$ cat src/rtl/irq_prio_ctrl.sv
module irq_prio_ctrl (
  input  logic       clk,
  input  logic       rst_n,
  input  logic [7:0] irq_in,
  input  logic       inta,
  output logic       intr_out,
  output logic [7:0] vec_out,
  output logic       vec_valid,
  input  logic       wr_en,
  input  logic [1:0] wr_addr,
  input  logic [7:0] wr_data,
  input  logic [1:0] rd_addr,
  output logic [7:0] rd_data
);
  localparam int N = 8;

  logic [N-1:0] irr, isr, mask, arm, grant, elig, eoi_bit;
  logic [4:0]   base;
  logic         level_mode, auto_eoi, ph, found, req_ok;
  logic [2:0]   pb;
  logic [3:0]   hs;

  wire ctrl_wr = wr_en && wr_addr == 2'd0;
  wire mask_wr = wr_en && wr_addr == 2'd1;
  wire eoi_cmd = wr_en && wr_addr == 2'd2 && wr_data[0];

  assign elig    = irr & ~mask;
  assign eoi_bit = isr & (~isr + 8'd1);

  always_comb begin
    pb = 3'd7;
    found = 1'b0;
    hs = 4'd8;
    for (int i = N - 1; i >= 0; i--) begin
      if (elig[i]) begin
        pb = 3'(i);
        found = 1'b1;
      end
      if (isr[i]) hs = 4'(i);
    end
    req_ok = found && ({1'b0, pb} < hs);
  end

  assign vec_valid = inta && ph;
  assign vec_out   = {base, req_ok ? pb : 3'd7};
  assign intr_out  = ph || req_ok;
  assign grant     = (vec_valid && req_ok) ? (8'd1 << pb) : 8'd0;

  always_comb begin
    case (rd_addr)
      2'd0:    rd_data = {base, 1'b0, auto_eoi, level_mode};
      2'd1:    rd_data = mask;
      2'd2:    rd_data = irr;
      default: rd_data = isr;
    endcase
  end

  always_ff @(posedge clk) begin
    if (!rst_n) begin
      mask       <= '1;
      level_mode <= 1'b0;
      auto_eoi   <= 1'b0;
      base       <= '0;
      irr        <= '0;
      isr        <= '0;
      arm        <= '0;
      ph         <= 1'b0;
    end else begin
      if (inta) ph <= ~ph;
      arm <= ~irq_in | (arm & ~grant);
      irr <= level_mode ? irq_in : ((irr | (irq_in & arm)) & ~grant);
      isr <= (isr & ~(eoi_cmd ? eoi_bit : 8'd0)) | (auto_eoi ? 8'd0 : grant);
      if (ctrl_wr) begin
        level_mode <= wr_data[0];
        auto_eoi   <= wr_data[1];
        base       <= wr_data[7:3];
      end
      if (mask_wr) mask <= wr_data;
    end
  end

  AST_ISR_SET_ON_ACK: assert property (@(posedge clk) disable iff (!rst_n)
    (vec_valid && req_ok && !auto_eoi && !eoi_cmd) |=> isr[$past(vec_out[2:0])]);
  AST_AEOI_NO_ISR: assert property (@(posedge clk) disable iff (!rst_n)
    (vec_valid && auto_eoi && !eoi_cmd && !ctrl_wr) |=> isr == $past(isr));
  AST_SPURIOUS_NO_ISR: assert property (@(posedge clk) disable iff (!rst_n)
    (vec_valid && !req_ok && !eoi_cmd) |=> isr == $past(isr));
  AST_EOI_ONE_BIT: assert property (@(posedge clk) disable iff (!rst_n)
    (eoi_cmd && isr != 8'd0 && !vec_valid) |=> $countones(isr) == $countones($past(isr)) - 1);

  for (genvar g = 0; g < N; g++) begin : g_line
    AST_EDGE_NO_REARM: assert property (@(posedge clk) disable iff (!rst_n)
      (!level_mode && !ctrl_wr && !arm[g] && !irr[g]) |=> !irr[g]);
  end
endmodule

$ cat config.mk
export PLATFORM = sky130hd
export DESIGN_NAME = irq_prio_ctrl
export DESIGN_NICKNAME = d
export VERILOG_FILES = /design/src/rtl/irq_prio_ctrl.sv
export SDC_FILE = /design/constraint.sdc
export NUM_CORES = 1
export LEC_CHECK = 0
export ABC_AREA = 0
export CAP_MARGIN = 20
export CORE_UTILIZATION = 35
export DETAILED_ROUTE_END_ITERATION = 10
export PLACE_DENSITY_LB_ADDON = 0.1
export SLEW_MARGIN = 20
export SYNTH_ARGS = -nofsm -noshare
export SYNTH_HDL_FRONTEND = slang
export SYNTH_SLANG_ARGS = --single-unit
$ cat constraint.sdc
create_clock -name clk -period 2.99 [get_ports clk]
set_input_delay 0.7475 -clock clk [delete_from_list [all_inputs] [get_ports clk]]
set_output_delay 0.7475 -clock clk [all_outputs]
set_load 0.02 [all_outputs]
==> run metrics <==
worst hold path type register to register; share of layout cells above drive strength 1 31.2%; crit start category register; Synth Instances 250; critical path type register to output port; Hold Crit Depth 2; setup TNS -0.108 ns; max_cap viols 0; gr usage total 22.4%; clock tree buffer depth 2; Setup Skew 0.00655 ns; RSZ-0062 raised after global routing true; vias per inst about 5.2; failing checks setup timing; Site Rows 28; initial DRC count ~120; Leak Pwr 1.33 nW; CP Depth 10; Area Growth Syn to Fin 47.1%; Yosys reg bits 40; syn nets 276; CTS clock-pin slew for the worst setup and hold paths 0.08 ns; Post-synth ARST share 0%; initial core utilization 36.4%; Ant. Diodes 0; Slowest Stage Delay on Critical Path 0.37 ns; Top Ports 42; Core Area 5960 µm²; Internal Pwr Total just under 900 µW; synth warn 0; clk_lat worst skew roughly 0.30 ns; syn_area_per_cell 8.67 µm²; initial antenna violation count 0; Cell variety after synth 53; Total Wirelength 6620 µm; drt wl/cell about 16 µm; Clk pwr share roughly a third; number of flops mapped to enable cells by yosys 0; Main synth FF type dfxtp_1; Final Wtd Congestion 0.835; worst setup slack after layout -0.0426 ns; commonest non-fill, non-tap cells in the layout buf_4 (57), nand2_1 (40), dfxtp_1 (37); Detail Route Antenna Nets 0; TritonCTS clock tree built; Post-Syn Area 2170 µm²; Sw Ratio 28.7%; Clock Sinks 40; largest net degree at the start of global routing 18; Die Footprint 6510 µm²; CTS buffer count 5; worst path arrival time 2.29 ns; f_max approximately 0.33 GHz; I/O Buffers 41; Die Wd 80.7 µm; vias 2193; Die Span Y 80.7 µm; Root Buffer clkbuf_8; Worst Path Required 2.24 ns; hpwl dp a little under 5000 µm; Slowest-stage cell, CP dfxtp_2; worst-path cell chain nand2b_1 > nand2_1 > nor2_2 > nor2_1 > ha_1 > nand2_4 > a211oi_4 > a311oi_4 > o21ai_1 > buf_4; final setup vio count 3; P per Cell Area 390 nW/µm²; status finished, violations left; Nets 371; DRC 0; worst r2r path cells 12; first-pass GRT wire length 10600 µm; CTS Hold Bufs 0; drt pass-1 iters 6; final worst path period need 3.03 ns; H-tree Lvls 2; most common cell after layout, fill and taps aside buf_4; delay-heaviest family, CP simple AND/OR/NAND/NOR gates; maximum vdd drop ~0.30 mV; Hold Vio Cnt, Final 0; sequential fraction of the synthesis area 37.0%; share of power burned in registers 46.6%; Slew HR 70.4%; worst slew pin tran 0.443 ns; vias in the first global route 2048; total power between 1 and 1.5 mW; fin. max-slew vios 0; Buf+Inv Stages, Crit Path 1; Psw 357 µW; Final period util 101%; GRT overflow 0; Comb pwr share roughly 22%; Crit Path Max Fanout 4; crit end category output port
==> worst reg2reg max path: stages (launching register included) <==
cell	delay [ns]
dfxtp_2	0.37
nand2b_1	0.14
nand2_1	0.12
nor2_2	0.15
nor2_1	0.06
ha_1	0.34
buf_4	0.16
o21ai_0	0.16
a22oi_1	0.13
a311oi_4	0.36
a21boi_0	0.15
o21ai_1	0.24
a21oi_1	0.10
==> Yosys cell counts (2+ instances only) <==
master / count / area share, %
a21oi_1: 15 / 3.5
a2bb2oi_1: 2 / 0.81
a311oi_4: 2 / 2.4
a31oi_1: 5 / 1.4
a32o_1: 2 / 0.92
and2_1: 3 / 0.87
buf_1: 2 / 0.35
clkbuf_1: 8 / 1.4
dfxtp_1: 40 / 37
ha_1: 2 / 1.2
inv_1: 7 / 1.2
mux2i_1: 6 / 2.8
mux4_2: 7 / 7.3
nand2_1: 42 / 7.3
nand2b_1: 3 / 0.87
nand3_1: 17 / 3.9
nand4_1: 3 / 0.87
nor2_1: 22 / 3.8
nor2b_1: 4 / 1.2
nor3_1: 3 / 0.69
nor4_1: 2 / 0.58
nor4_2: 2 / 1.2
o211ai_1: 4 / 1.4
o21a_1: 3 / 1.0
o21ai_0: 11 / 2.5
o21ai_1: 5 / 1.2
or3_1: 2 / 0.58
==> through the flow <==
stage,instance area (µm²),utilization [%],cells,hold WS [ns],setup WS (ns)
CTS,3180,53.4,420,0.457,-0.0511
floorplan,2170,-,250,0.432,0.212
finish,3190,53.5,421,0.454,-0.0426
global placement,3040,51.0,408,0.443,-0.217
detailed placement,3040,51.0,408,0.447,-0.215
global route,3190,53.5,421,0.465,-0.154
==> cells by family (layout without fill, tap and decap cells) <==
kind of cell | count (synthesis) | count (layout) | share of synthesized area [%]
adders and majority gates | 2 | 2 | 1.15
and+or+nand+nor | 114 | 114 | 26.8
muxes | 14 | 14 | 10.6
buffers and inverters | 19 | 115 | 3.29
AOI/OAI and AO/OA | 60 | 60 | 20.8
xor gates and xnor gates | 1 | 1 | 0.404
DFF | 40 | 40 | 37.0
==> state kept, by name (all words and copies together), names as in the netlist <==
signal	cells
level_mode	1
base	5
irr	8
isr	8
arm	8
mask	8
auto_eoi	1
ph	1
==> layout make-up <==
class,instances,area [µm²]
clock buffer,6,82.6
clock inverter,2,10.0
fill,584,2770
inverter,9,33.8
multi-input combinational,191,1350
sequential,40,805
tap,75,93.8
timing repair buffer,98,815
==> what timing repair did <==
action | in CTS | in global routing
pin swaps | 6 | 1
resized for setup | 38 | 20
buffers inserted | 4 | 1
endpoints found under the setup margin | 12 | 12
==> final timing paths <==
| check | from | slack [ns] | end |
|---|---|---|---|
| setup reg to reg | mask[3] | 0.42 | irr[5] |
| hold reg to reg | arm[5] | 0.45 | arm[5] |
| setup / recovery | mask[3] | -0.04 | vec_out[1] |
| hold / removal | arm[5] | 0.45 | arm[5] |
==> power groups by stage <==
stage / Sequential (mW) / Combinational (mW) / Clock (mW)
after floorplan: 0.590 / 0.132 / 0
after global placement: 0.591 / 0.269 / 0
after detailed placement: 0.591 / 0.272 / 0
after CTS: 0.579 / 0.273 / 0.394
after global routing: 0.583 / 0.297 / 0.424
final: 0.580 / 0.274 / 0.390
==> metal layers <==
metal	GRT usage, %	wire, µm	vias up
met2	34.3	2940	50
met3	4.43	286	8
met5	0	0	-
met4	4.82	73	0
met1	32.2	3320	1037
li1	-	-	1098
(Power assumes the default switching activity.)
